<file path="config.mk">
export PLATFORM = sky130hd
export DESIGN_NAME = mc16_core
export DESIGN_NICKNAME = d
export VERILOG_FILES = /design/src/rtl/mc16_pkg.sv /design/src/rtl/mc16_regfile.sv /design/src/rtl/mc16_alu.sv /design/src/rtl/mc16_agen.sv /design/src/rtl/mc16_core.sv
export SDC_FILE = /design/constraint.sdc
export NUM_CORES = 1
export LEC_CHECK = 0
export ABC_CLOCK_PERIOD_IN_PS = 7870
export BUFFER_PORTS_ARGS = -buffer_cell sky130_fd_sc_hd__buf_2
export CAP_MARGIN = 25
export CORE_MARGIN = 2
export CORE_UTILIZATION = 40
export CTS_BUF_LIST = sky130_fd_sc_hd__clkbuf_16
export CTS_CLUSTER_SIZE = 12
export DETAILED_ROUTE_END_ITERATION = 8
export PLACE_DENSITY = 0.65
export SLEW_MARGIN = 20
export SYNTH_ARGS = -nofsm -noshare
export SYNTH_HDL_FRONTEND = slang
export SYNTH_SLANG_ARGS = --single-unit
</file>
<file path="constraint.sdc">
create_clock -name clk -period 7.87 [get_ports clk]
set_input_delay 1.574 -clock clk [delete_from_list [all_inputs] [get_ports clk]]
set_output_delay 1.574 -clock clk [all_outputs]
set_load 0.02 [all_outputs]
</file>
<file path="src/rtl/mc16_pkg.sv">
`timescale 1ns/1ps
package mc16_pkg;
  localparam int XLEN   = 16;
  localparam int NREG   = 8;
  localparam int RIDX   = $clog2(NREG);
  localparam int OPW    = 4;
  localparam int FLAGW  = 3;

  typedef enum logic [OPW-1:0] {
    OP_BR   = 4'b0000, OP_ADD  = 4'b0001, OP_LD   = 4'b0010, OP_ST   = 4'b0011,
    OP_RSV4 = 4'b0100, OP_AND  = 4'b0101, OP_LDR  = 4'b0110, OP_STR  = 4'b0111,
    OP_RSV8 = 4'b1000, OP_NOT  = 4'b1001, OP_LDI  = 4'b1010, OP_STI  = 4'b1011,
    OP_JMP  = 4'b1100, OP_RSVD = 4'b1101, OP_LEA  = 4'b1110, OP_RSVF = 4'b1111
  } opcode_e;

  typedef enum logic [3:0] {
    PH_FETCH, PH_DECODE, PH_EVAL, PH_IND, PH_INDW,
    PH_OPND, PH_EXEC, PH_STORE, PH_HALT
  } phase_e;

  // Sign-extend the low w bits of raw to the full word.
  function automatic logic [XLEN-1:0] sext(input logic [XLEN-1:0] raw, input int w);
    logic [XLEN-1:0] r;
    for (int i = 0; i < XLEN; i++)
      r[i] = (i < w) ? raw[i] : raw[w-1];
    return r;
  endfunction

  // Flags for a written value: {neg, zero, pos}.
  function automatic logic [FLAGW-1:0] flags_of(input logic [XLEN-1:0] v);
    logic neg, zer;
    neg = v[XLEN-1];
    zer = (v == '0);
    return {neg, zer, !neg && !zer};
  endfunction

  function automatic logic op_known(input logic [OPW-1:0] op);
    case (opcode_e'(op))
      OP_RSV4, OP_RSV8, OP_RSVD, OP_RSVF: return 1'b0;
      default:                            return 1'b1;
    endcase
  endfunction

  function automatic logic op_writes_reg(input opcode_e op);
    case (op)
      OP_ADD, OP_AND, OP_NOT, OP_LD, OP_LDR, OP_LDI, OP_LEA: return 1'b1;
      default:                                               return 1'b0;
    endcase
  endfunction

  function automatic logic op_is_load(input opcode_e op);
    return (op == OP_LD) || (op == OP_LDR) || (op == OP_LDI);
  endfunction

  function automatic logic op_is_store(input opcode_e op);
    return (op == OP_ST) || (op == OP_STR) || (op == OP_STI);
  endfunction
endpackage

</file>
<file path="src/rtl/mc16_regfile.sv">
`timescale 1ns/1ps
module mc16_regfile
  import mc16_pkg::*;
#(
  parameter int N = NREG,
  parameter int W = XLEN,
  localparam int AW = $clog2(N)
) (
  input  logic          clk,
  input  logic          rst_n,
  input  logic [AW-1:0] ra1,
  output logic [W-1:0]  rd1,
  input  logic [AW-1:0] ra2,
  output logic [W-1:0]  rd2,
  input  logic          we,
  input  logic [AW-1:0] wa,
  input  logic [W-1:0]  wd
);
  logic [W-1:0] regs [N];

  for (genvar g = 0; g < N; g++) begin : g_reg
    always_ff @(posedge clk) begin
      if (!rst_n)
        regs[g] <= '0;
      else if (we && (wa == AW'(g)))
        regs[g] <= wd;
    end
  end

  assign rd1 = regs[ra1];
  assign rd2 = regs[ra2];
endmodule

</file>
<file path="src/rtl/mc16_alu.sv">
`timescale 1ns/1ps
module mc16_alu
  import mc16_pkg::*;
#(
  parameter int W = XLEN
) (
  input  opcode_e      op,
  input  logic [W-1:0] a,
  input  logic [W-1:0] b,
  output logic [W-1:0] y
);
  always_comb begin
    case (op)
      OP_ADD:  y = a + b;
      OP_AND:  y = a & b;
      OP_NOT:  y = ~a;
      default: y = a;
    endcase
  end
endmodule

</file>
<file path="src/rtl/mc16_agen.sv">
`timescale 1ns/1ps
module mc16_agen
  import mc16_pkg::*;
#(
  parameter int W     = XLEN,
  parameter int PCOFW = 9,
  parameter int BOFW  = 6
) (
  input  opcode_e      op,
  input  logic [W-1:0] ir,
  input  logic [W-1:0] pc_next,
  input  logic [W-1:0] base,
  output logic [W-1:0] ea
);
  logic          use_base;
  logic [W-1:0]  off;

  assign use_base = (op == OP_LDR) || (op == OP_STR);
  assign off      = use_base ? sext(ir, BOFW) : sext(ir, PCOFW);
  assign ea       = (use_base ? base : pc_next) + off;
endmodule

</file>
<file path="src/rtl/mc16_core.sv">
`timescale 1ns/1ps
module mc16_core
  import mc16_pkg::*;
#(
  parameter logic [XLEN-1:0] RESET_PC = 16'h3000,
  parameter int              IMMW     = 5
) (
  input  logic            clk,
  input  logic            rst_n,
  output logic [XLEN-1:0] mem_addr,
  output logic [XLEN-1:0] mem_wdata,
  input  logic [XLEN-1:0] mem_rdata,
  output logic            mem_we,
  output logic            halted
);
  phase_e           phase_q;
  logic [XLEN-1:0]  pc_q, ir_q, mar_q;
  logic [FLAGW-1:0] cc_q;
  opcode_e          op;

  logic [RIDX-1:0]  ra1, ra2, wa;
  logic [XLEN-1:0]  rd1, rd2, alu_b, alu_y, ea, rf_wdata;
  logic             ev_fetch, ev_rf_we, ev_br_taken, ev_jump;

  assign op = opcode_e'(ir_q[XLEN-1 -: OPW]);

  // register file addressing
  assign ra1 = ir_q[8:6];
  assign ra2 = op_is_store(op) ? ir_q[11:9] : ir_q[2:0];
  assign wa  = ir_q[11:9];

  mc16_regfile #(.N(NREG), .W(XLEN)) u_rf (
    .clk (clk), .rst_n (rst_n),
    .ra1 (ra1), .rd1 (rd1),
    .ra2 (ra2), .rd2 (rd2),
    .we  (ev_rf_we), .wa (wa), .wd (rf_wdata)
  );

  assign alu_b = ir_q[5] ? sext(ir_q, IMMW) : rd2;

  mc16_alu #(.W(XLEN)) u_alu (
    .op (op), .a (rd1), .b (alu_b), .y (alu_y)
  );

  mc16_agen #(.W(XLEN)) u_agen (
    .op (op), .ir (ir_q), .pc_next (pc_q), .base (rd1), .ea (ea)
  );

  // named events for checking
  assign ev_fetch    = (phase_q == PH_FETCH);
  assign ev_rf_we    = (phase_q == PH_EXEC) && op_writes_reg(op);
  assign ev_br_taken = (phase_q == PH_EXEC) && (op == OP_BR) && |(ir_q[11:9] & cc_q);
  assign ev_jump     = (phase_q == PH_EXEC) && (op == OP_JMP);

  always_comb begin
    if (op_is_load(op))  rf_wdata = mem_rdata;
    else if (op == OP_LEA) rf_wdata = mar_q;
    else                 rf_wdata = alu_y;
  end

  // memory port
  always_comb begin
    case (phase_q)
      PH_IND, PH_OPND, PH_STORE: mem_addr = mar_q;
      default:                   mem_addr = pc_q;
    endcase
  end
  assign mem_we    = (phase_q == PH_STORE);
  assign mem_wdata = rd2;
  assign halted    = (phase_q == PH_HALT);

  // phase sequencer
  always_ff @(posedge clk) begin
    if (!rst_n) begin
      phase_q <= PH_FETCH;
      pc_q    <= RESET_PC;
      ir_q    <= '0;
      mar_q   <= '0;
      cc_q    <= 3'b010;
    end else begin
      case (phase_q)
        PH_FETCH: begin
          pc_q    <= pc_q + 1'b1;
          phase_q <= PH_DECODE;
        end
        PH_DECODE: begin
          ir_q    <= mem_rdata;
          phase_q <= op_known(mem_rdata[XLEN-1 -: OPW]) ? PH_EVAL : PH_HALT;
        end
        PH_EVAL: begin
          mar_q <= ea;
          case (op)
            OP_LD, OP_LDR:  phase_q <= PH_OPND;
            OP_LDI, OP_STI: phase_q <= PH_IND;
            OP_ST, OP_STR:  phase_q <= PH_STORE;
            default:        phase_q <= PH_EXEC;
          endcase
        end
        PH_IND:  phase_q <= PH_INDW;
        PH_INDW: begin
          mar_q   <= mem_rdata;
          phase_q <= (op == OP_STI) ? PH_STORE : PH_OPND;
        end
        PH_OPND: phase_q <= PH_EXEC;
        PH_EXEC: begin
          if (ev_rf_we)    cc_q <= flags_of(rf_wdata);
          if (ev_br_taken) pc_q <= mar_q;
          if (ev_jump)     pc_q <= rd1;
          phase_q <= PH_FETCH;
        end
        PH_STORE: phase_q <= PH_FETCH;
        default:  phase_q <= PH_HALT;
      endcase
    end
  end
endmodule

</file>
==> impl_metrics.ini, run 1 <==
[outcome]
outcome = completed

[clock_network]
cts_tree = built
cts.sinks = 186
clk_pin_slew_ps = 70
numCtsBuffers = 17
cts_resized = 0
clockRootBuffer = clkbuf_16
insertion_delay_ps = 460
htreeDepth = 4
holdBufCountCts = 0
post_cts_buffers = 0
cts_max_path_buffers = 2

[logic_synthesis]
yosysSeqAreaShare_pct = 41.22
ys_seq_elements = 186
syn_area_um2 = 12140
synthCells = 1265
synth_edf_count = 128
ys.flop_type = edfxtp_1
synth_nets = 1317
synthArstFlopShare_pct = 0
avgSynthCellArea_um2 = 9.597
yosysWarnings = 0
synth_cell_types = 75

[placement]
place_area_um2 = 12880
dp_cells = 1652
place.gp.congestion = 0.9220
portBuffers = 51
hpwlAfterDp_um = 27330

[global_routing]
antenna_found_initial = 0
grt_pass1_vias = 9818
grt_pass1_wl_um = 59530
grt_usage_pct = 25.16
overflow = 0
grt_max_degree = 48

[worst_setup_path]
worstSetupStartpointType = flip-flop
r2r_cells = 20
path_class = flip-flop to flip-flop
cp.arrival_ps = 6740
end_kind = flip-flop
path_max_fanout = 26
cp_data_required_time_ps = 8220

[floorplanning]
fp.dieW_um = 178.2
io_pins = 52
start_util_pct = 40.74
die_y_um = 178.2
die_area_um2 = 31760
num_rows = 63
core_area_um2 = 29800

[sta]
final-setup-viol-count = 0
fin_crit_ps = 6387
drv_slew = 0
max_freq_mhz = 156.6
finalHoldViolCount = 0
setup-tns-final_ps = 0
rsz0062_at_grt = false
holdWs_ps = 487.9
worstMarginPinSlew_ps = 1038
finClkSkew_ps = 14.82
max_slew_margin_pct = 30.61
fin_crit_sh_pct = 81.16

[detailed_routing]
vias_per_cell = 6.146
initialDrtViolationCount = 1119
ant_nets = 0
via_count = 10368
firstDrtPassIters = 5
drc = 0
postRouteWirelength_um = 39380
wl_per_cell_um = 23.34

[power_and_ir_drop]
leakagePower_nw = 5.080
clock_power_share_pct = 26.4
switching_share_pct = 39.21
vdd_drop_max_mv = 0.1858
p_sw_mw = 1.327
p_per_area_nw_per_um2 = 250.5
p_int_mw = 2.056
pwr-share-seq_pct = 34.8
combPwrFrac_pct = 38.7

[layout]
fin_area_um2 = 13510
fin_cells = 1687
syn2layout_area_growth_pct = 11.26
drive_above_1_share_pct = 19.12
final_nets = 1336
diodes = 0

[flow_run]
drv_cap = 0

[hold_path]
holdPathStages = 2
worstHoldPathType = flip-flop to flip-flop
registers in the layout (all words and copies together), names as in the netlist, named ones only:
signal and flops:
cc_q 3, ir_q 16, mar_q 16, pc_q 16, phase_q 4, u_rf.regs 128
cells in the mapped netlist (3+ instances only):
library cell  number  share of area (%)
and3_1            16               0.82
or2_2              5               0.26
buf_2             11               0.45
edfxtp_1         128                 32
or3_1              4               0.21
o311ai_0           3               0.22
o21ai_0           75                3.1
nand3_1           27                1.1
nor4b_1            3               0.22
o21a_1             4               0.25
a31o_2             3               0.22
a21o_1             5               0.31
mux4_2            56                 10
o211ai_1          10               0.62
ha_1              32                3.3
a31oi_1            9               0.46
xnor2_1           14                1.0
nand4_1            4               0.21
a211oi_1          11               0.68
nor2b_1            9               0.46
nand2b_1          14               0.72
a41o_1             3               0.25
dfxtp_1           58                9.6
o32ai_1            3               0.22
a21boi_0           8               0.49
mux2i_1           30                2.5
a21oi_1           91                3.8
xor2_1             4               0.29
mux2_2            42                3.9
clkbuf_1          68                2.1
o22ai_1           17               0.88
nor2_1           211                6.5
inv_1             34                1.1
a211o_1            3               0.22
buf_1              5               0.15
a22oi_1           20                1.2
nand2_1          146                4.5
a221o_1            5               0.41
a221oi_1           7               0.51
nand3b_1           6               0.37
nor3_1            17               0.70
stage by stage:
| step | setup WS, ps | total power [mW] | util, % |
|---|---|---|---|
| 6_report | 1483 | 3.383 | 45.33 |
| 5_1_grt | 1058 | 3.542 | 45.33 |
| 4_1_cts | 1470 | 3.360 | 45.20 |
| 3_5_place_dp | 1517 | 2.475 | 43.23 |
| 3_3_place_gp | 1648 | 2.465 | 43.02 |
| 2_1_floorplan | 2262 | 2.104 | - |
logic make-up (layout without fill, tap and decap cells):
kind of cell             count (synthesis)  after routing  share of synthesized area (%)
AND/OR/NAND/NOR                        471            471                          16.66
AO/OA/AOI/OAI                          303            303                          16.05
flip-flops                             186            186                          41.22
multiplexers                           130            130                          16.94
buffers and inverters                  123            155                          4.194
adder cells (fa/ha/maj)                 34             34                          3.628
XOR/XNOR                                18             18                          1.299
power groups by stage:
stage               Clock [mW]  Sequential (mW)  Combinational (mW)
finish                   0.895             1.18                1.31
global route             0.938             1.19                1.42
CTS                      0.899             1.19                1.28
detailed placement           0             1.21                1.27
global placement             0             1.20                1.26
floorplan                    0             1.15               0.956
final cells by class:
| type | instances | area, um2 |
|---|---|---|
| Sequential cell | 186 | 5007 |
| Inverter | 34 | 127.6 |
| Multi-Input combinational cell | 956 | 6708 |
| Timing Repair Buffer | 89 | 589.3 |
| Fill cell | 2839 | 16290 |
| Clock inverter | 15 | 162.7 |
| Tap cell | 390 | 488.0 |
| Clock buffer | 17 | 425.4 |
worst paths after layout:
check             slack [ps]      from      end
setup reg to reg        1480  ir_q[14]  cc_q[0]
hold / removal           490   ir_q[6]  ir_q[6]
hold reg to reg          490   ir_q[6]  ir_q[6]
setup / recovery        1480  ir_q[14]  cc_q[0]
worst max-delay path, stage by stage (launching register included):
cell and delay [ps]:
dfxtp_1 310, buf_4 250, nand2_1 80, buf_4 220, nand3_1 300, mux2i_4 760
buf_4 500, mux4_2 570, mux2_2 310, nor2_1 100, nor2_1 60, ha_1 320
o21ai_0 220, nand2_1 90, o221a_2 200, a2111o_1 400, nand3_1 90, a21oi_1 70
o22ai_1 620, or4b_1 530, a41o_1 260
metal layers:
metal	vias up	part of all wire [%]	track usage, %
li1	4711	-	-
met1	5024	42	34.21
met2	551	45	38.94
met3	82	9.6	5.882
met4	0	3.5	9.824
met5	-	0	0
cells in the final DEF, fill, tap and decap left out, types with 4 or more instances in the layout:
| master | Yosys | routed |
|---|---|---|
| mux2_2 | 42 | 42 |
| buf_2 | 11 | 51 |
| o211ai_1 | 10 | 10 |
| clkbuf_16 | 0 | 17 |
| o22ai_1 | 17 | 17 |
| or2_2 | 5 | 5 |
| a22oi_1 | 20 | 20 |
| nand3_1 | 27 | 27 |
| o21ai_0 | 75 | 69 |
| nand2_1 | 146 | 146 |
| edfxtp_1 | 128 | 128 |
| nor2_1 | 211 | 211 |
| a21oi_1 | 91 | 91 |
| or3_1 | 4 | 4 |
| ha_1 | 32 | 32 |
| a31oi_1 | 9 | 9 |
| a221oi_1 | 7 | 7 |
| mux4_2 | 56 | 56 |
| nand2b_1 | 14 | 14 |
| nor3_1 | 17 | 15 |
| o21ai_2 | 0 | 6 |
| xor2_1 | 4 | 4 |
| and3_1 | 16 | 16 |
| nand4_1 | 4 | 4 |
| o21a_1 | 4 | 4 |
| a221o_1 | 5 | 5 |
| inv_1 | 34 | 36 |
| a21boi_0 | 8 | 8 |
| a211oi_1 | 11 | 11 |
| nor2b_1 | 9 | 9 |
| buf_4 | 2 | 32 |
| a21o_1 | 5 | 5 |
| xnor2_1 | 14 | 14 |
| inv_6 | 0 | 4 |
| dfxtp_1 | 58 | 56 |
| mux2i_1 | 30 | 27 |
| nand3b_1 | 6 | 6 |
Note: power is estimated with default switching activity, not from simulation.
==> inputs of run 2 (changes only) <==
Settings changed: ABC_CLOCK_PERIOD_IN_PS 7870 to 5100, PLACE_DENSITY 0.65 to 0.67.
Clock period 7.87 ns to 5.1 ns, I/O delays scaled along.
==> impl_metrics.ini, run 2 (synthesis gave the netlist of run 1 again) <==
[global_routing]
grt_pass1_vias = 10133
grt_usage_pct = 25.17
grt_max_degree = 47
grt_pass1_wl_um = 60090
overflow = 0
antenna_found_initial = 0

[layout]
largest_register_ffs = 128
final_common_cell = nor2_1
fin_cells = 1721
diodes = 0
final_cell_mix = nor2_1 (211), nand2_1 (146), edfxtp_1 (128), a21oi_1 (90), buf_4 (69)
regMostFlops = u_rf.regs
final_nets = 1372
syn2layout_area_growth_pct = 13.55
drive_above_1_share_pct = 21.64

[clock_network]
insertion_delay_ps = 450
holdBufCountCts = 0
cts.sinks = 186
numCtsBuffers = 17
cts_tree = built
clockRootBuffer = clkbuf_16
clk_pin_slew_ps = 70
cts_max_path_buffers = 2
htreeDepth = 4

[floorplanning]
fp.dieW_um = 178.2
die_y_um = 178.2
io_pins = 52
start_util_pct = 40.74
num_rows = 63
die_area_um2 = 31760
core_area_um2 = 29800

[worst_setup_path]
reg2reg_to = cc_q[0]
path_max_fanout = 9
critical_path_buf_inv_count = 2
worst_path_max_delay_cell = or4b_1
cp.arrival_ps = 5180
worstSetupStartpointType = flip-flop
worstReg2RegStart = ir_q[14]
cp_data_required_time_ps = 5440
end_kind = flip-flop
crit_family = simple AND/OR/NAND/NOR gates
rrSetupSlack_ps = 270
slowest_delay_ps = 520
r2r_cells = 18
crit_path_cell_trace = nand2_1, nand3_2, mux2i_4, buf_12, buf_4, mux4_2, mux2_2, mux2_2, ha_1, a21oi_1, o22ai_2, or3_1, nand3_1, a31o_2, and3_1, nand3_1, or4b_1, a41o_1
path_class = flip-flop to flip-flop

[sta]
setup-tns-final_ps = 0
final-setup-viol-count = 0
max_freq_mhz = 206.8
fin_crit_sh_pct = 94.80
finClkSkew_ps = 9.332
drv_slew = 0
fin_crit_ps = 4835
max_slew_margin_pct = 33.49
worstMarginPinSlew_ps = 994.8
finalHoldViolCount = 0

[detailed_routing]
postRouteWirelength_um = 39030
firstDrtPassIters = 7
drc = 2
initialDrtViolationCount = 1288
wl_per_cell_um = 22.68
vias_per_cell = 6.118
ant_nets = 0
via_count = 10529

[placement]
place.gp.congestion = 0.9077
portBuffers = 51
hpwlAfterDp_um = 27700
dp_cells = 1683

[power_and_ir_drop]
leakagePower_nw = 5.229
vdd_drop_max_mv = 0.2889
p_per_area_nw_per_um2 = 387.1

[hold_path]
hold_path.startpoint = ir_q[8]
holdPathStages = 2
worstHoldPathType = flip-flop to flip-flop

[outcome]
violations = design-rule violations
outcome = finished, violations left

[flow_run]
drv_cap = 0
run 2: cell types whose count changed in the layout (fill, tap and decap cells not counted), sizes merged:
cell	delta
clkbuf	-1
clkinvlp	+2
buf	+37
inv	-3
clkinv	-1
run 2: final cells by class:
type                    instances  area (um2)
fillers                      2817       16010
multi-input cells             956        6740
flip-flops and latches        186        5007
repair buffers                125       855.8
well taps                     390       488.0
clock buffers                  17       425.4
clock inverters                13       141.4
inverters                      34       127.6
run 2: repair_timing:
action | 4_1_cts | 5_1_grt
gates resized for setup | 0 | 4
setup buffers | 0 | 7
endpoints found under the hold margin | 0 | 0
setup endpoints to repair | 0 | 19
run 2: worst register-to-register path: stages (launching register included):
cell     delay, ps
dfxtp_1        330
nand2_1         80
nand3_2        170
mux2i_4        280
buf_12         160
buf_4          120
mux4_2         480
mux2_2         280
mux2_2         270
ha_1           360
a21oi_1        210
o22ai_2        150
or3_1          330
nand3_1        110
a31o_2         330
and3_1         230
nand3_1         70
or4b_1         520
a41o_1         250
run 2: worst max-delay path by stage:
| stage | depth (start not counted) | to | startpoint |
|---|---|---|---|
| 5_1_grt | 18 | cc_q[2] | ir_q[15] |
| 2_1_floorplan | 21 | cc_q[0] | ir_q[14] |
| 3_5_place_dp | 17 | u_rf.regs[3][15] | ir_q[15] |
| 6_report | 18 | cc_q[0] | ir_q[14] |
| 4_1_cts | 17 | u_rf.regs[3][15] | ir_q[15] |
| 3_3_place_gp | 17 | u_rf.regs[1][15] | ir_q[15] |
run 2: stage by stage:
step | worst slack, ps | hold slack (ps) | cell area, um2 | utilization, % | total power [mW]
2_1_floorplan | 47.13 | 439.9 | 12180 | - | 3.258
6_report | 265.2 | 497.8 | 13790 | 46.27 | 5.336
3_3_place_gp | 205.2 | 480.2 | 13100 | 43.96 | 3.915
5_1_grt | -22.41 | 528.0 | 13790 | 46.27 | 5.595
3_5_place_dp | 27.38 | 480.3 | 13110 | 44.00 | 3.949
4_1_cts | 16.66 | 496.4 | 13680 | 45.90 | 5.275
run 2: power by group:
group	leakage (nW)	switching [mW]	internal (mW)	total, mW
clock	0.271	0.611	0.722	1.33
sequential	1.79	0.117	1.70	1.81
combinational	3.16	1.34	0.853	2.19
total	5.23	2.06	3.27	5.34
run 2: layer usage:
layer	part of all wire [%]	GRT usage [%]	vias up
li1	-	-	4779
met1	41	34.38	5104
met2	46	39.91	559
met3	9.1	4.454	87
met4	3.4	9.756	0
met5	0	0	-
==> inputs of run 3 (changes only) <==
Settings changed: CORE_ASPECT_RATIO from default to 0.8.
==> impl_metrics.ini, run 3 (synthesis gave the netlist of run 1 again) <==
[floorplanning]
fp.dieW_um = 198.8
io_pins = 52
start_util_pct = 40.34
num_rows = 57
core_area_um2 = 30100
die_area_um2 = 31770
die_y_um = 159.8

[worst_setup_path]
crit_family = multiplexers
slowest_delay_ps = 560
worst_path_max_delay_cell = mux4_2
worstSetupStartpointType = flip-flop
cp_data_required_time_ps = 5440
path_class = flip-flop to flip-flop
end_kind = flip-flop
critical_path_buf_inv_count = 3
crit_path_cell_trace = nand2_1, nand3_2, mux2i_4, buf_4, clkbuf_16, buf_4, mux4_2, mux2_2, nor2_1, nor2_1, ha_1, nand2_1, o21ai_0, a2111o_1, nand3_1, a21oi_1, o22ai_2, or4b_1, a41o_1
cp.arrival_ps = 5180
path_max_fanout = 11

[power_and_ir_drop]
power.total_mw = 5.331
vdd_drop_max_mv = 0.2378
leakagePower_nw = 5.215
p_per_area_nw_per_um2 = 386.5

[layout]
final_cell_mix = nor2_1 (211), nand2_1 (146), edfxtp_1 (128), a21oi_1 (90), o21ai_0 (68)
largest_register_ffs = 128
syn2layout_area_growth_pct = 13.60
multi_input_area_um2 = 6749
final_common_cell = nor2_1
regMostFlops = u_rf.regs
nFillCells = 2862
seqCellArea_um2 = 5007
drive_above_1_share_pct = 21.32
final_nets = 1362
fin_cells = 1736
fin_area_um2 = 13790
diodes = 0

[clock_network]
htreeDepth = 4
numCtsBuffers = 17
clockRootBuffer = clkbuf_16
holdBufCountCts = 0
insertion_delay_ps = 450
clk_pin_slew_ps = 80
cts_tree = built
cts.sinks = 186
cts_max_path_buffers = 2

[detailed_routing]
drc = 0
vias_per_cell = 6.149
initialDrtViolationCount = 1413
ant_nets = 0
via_count = 10674
postRouteWirelength_um = 38980
wl_per_cell_um = 22.46
firstDrtPassIters = 6

[outcome]
outcome = completed

[sta]
fin_crit_sh_pct = 94.95
drv_slew = 0
max_freq_mhz = 206.5
finClkSkew_ps = 18.28
max_slew_margin_pct = 31.93
fin_ws_ps = 257.6
final-setup-viol-count = 0
rsz0062_at_grt = false
fin_crit_ps = 4842
setup-tns-final_ps = 0
worstMarginPinSlew_ps = 1018
finalHoldViolCount = 0

[global_routing]
overflow = 0
grt_max_degree = 46
antenna_found_initial = 0
grt_pass1_wl_um = 59830
grt_usage_pct = 24.81
grt_pass1_vias = 10318

[hold_path]
worstHoldPathType = flip-flop to flip-flop

[placement]
place_area_um2 = 13090
hpwlAfterDp_um = 27310
place.gp.congestion = 0.9418
portBuffers = 51
dp_cells = 1698
post-place-ws_ps = 119.1

[flow_run]
drv_cap = 0
-- run 3: changes by cell type in the layout (fill, tap and decap cells not counted), sizes merged --
cell / previous run / this run
clkbuf: 17 / 18
buf: 125 / 114
inv: 40 / 44
clkinv: 3 / 5
bufinv: 2 / 0
clkinvlp: 2 / 0
-- run 3: worst paths after layout --
kind                 start  slack (ps)  cells past startpoint   endpoint
setup reg to reg  ir_q[14]         260                     19    cc_q[0]
setup / recovery  ir_q[14]         260                     19    cc_q[0]
hold / removal     ir_q[7]         490                      2  flip-flop
hold reg to reg    ir_q[7]         490                      2  flip-flop
-- run 3: report_power, final --
| group | switching, mW | total (mW) | leakage (nW) | internal (mW) |
|---|---|---|---|---|
| combinational | 1.31 | 2.15 | 3.13 | 0.841 |
| sequential | 0.119 | 1.81 | 1.79 | 1.70 |
| clock | 0.699 | 1.36 | 0.289 | 0.663 |
-- run 3: metal layers --
| metal | share of wire (%) | vias to the layer above | global-route usage (%) |
|---|---|---|---|
| met1 | 43 | 5325 | 35.06 |
| li1 | - | 4761 | - |
| met4 | 1.8 | 0 | 7.191 |
| met2 | 46 | 527 | 38.67 |
| met3 | 9.1 | 61 | 4.963 |
| met5 | 0 | - | 0 |
-- run 3: area by class of cell --
cell class                 instances  area share [%]
clock buffer                      17           3.084
clock inverter                    15           1.170
inverter                          34          0.9253
multi-input combinational        956           48.93
sequential                       186           36.31
tap                              413           3.747
timing repair buffer             115           5.833
-- run 3: repair_timing --
item	4_1_cts	5_1_grt
setup buffers	0	1
gates resized for setup	0	5
setup endpoints to repair	0	11
-- run 3: metrics by stage --
stage	hold slack, ps	util [%]
final	489.1	45.83
after floorplan	439.9	-
after detailed placement	463.1	43.48
after CTS	483.0	45.43
after global routing	516.2	45.83
after global placement	460.8	43.43
-- run 3: worst min-delay path, stage by stage (launching register included) --
cell,delay [ps]
dfxtp_1,320
nand2_1,60
a21oi_1,70
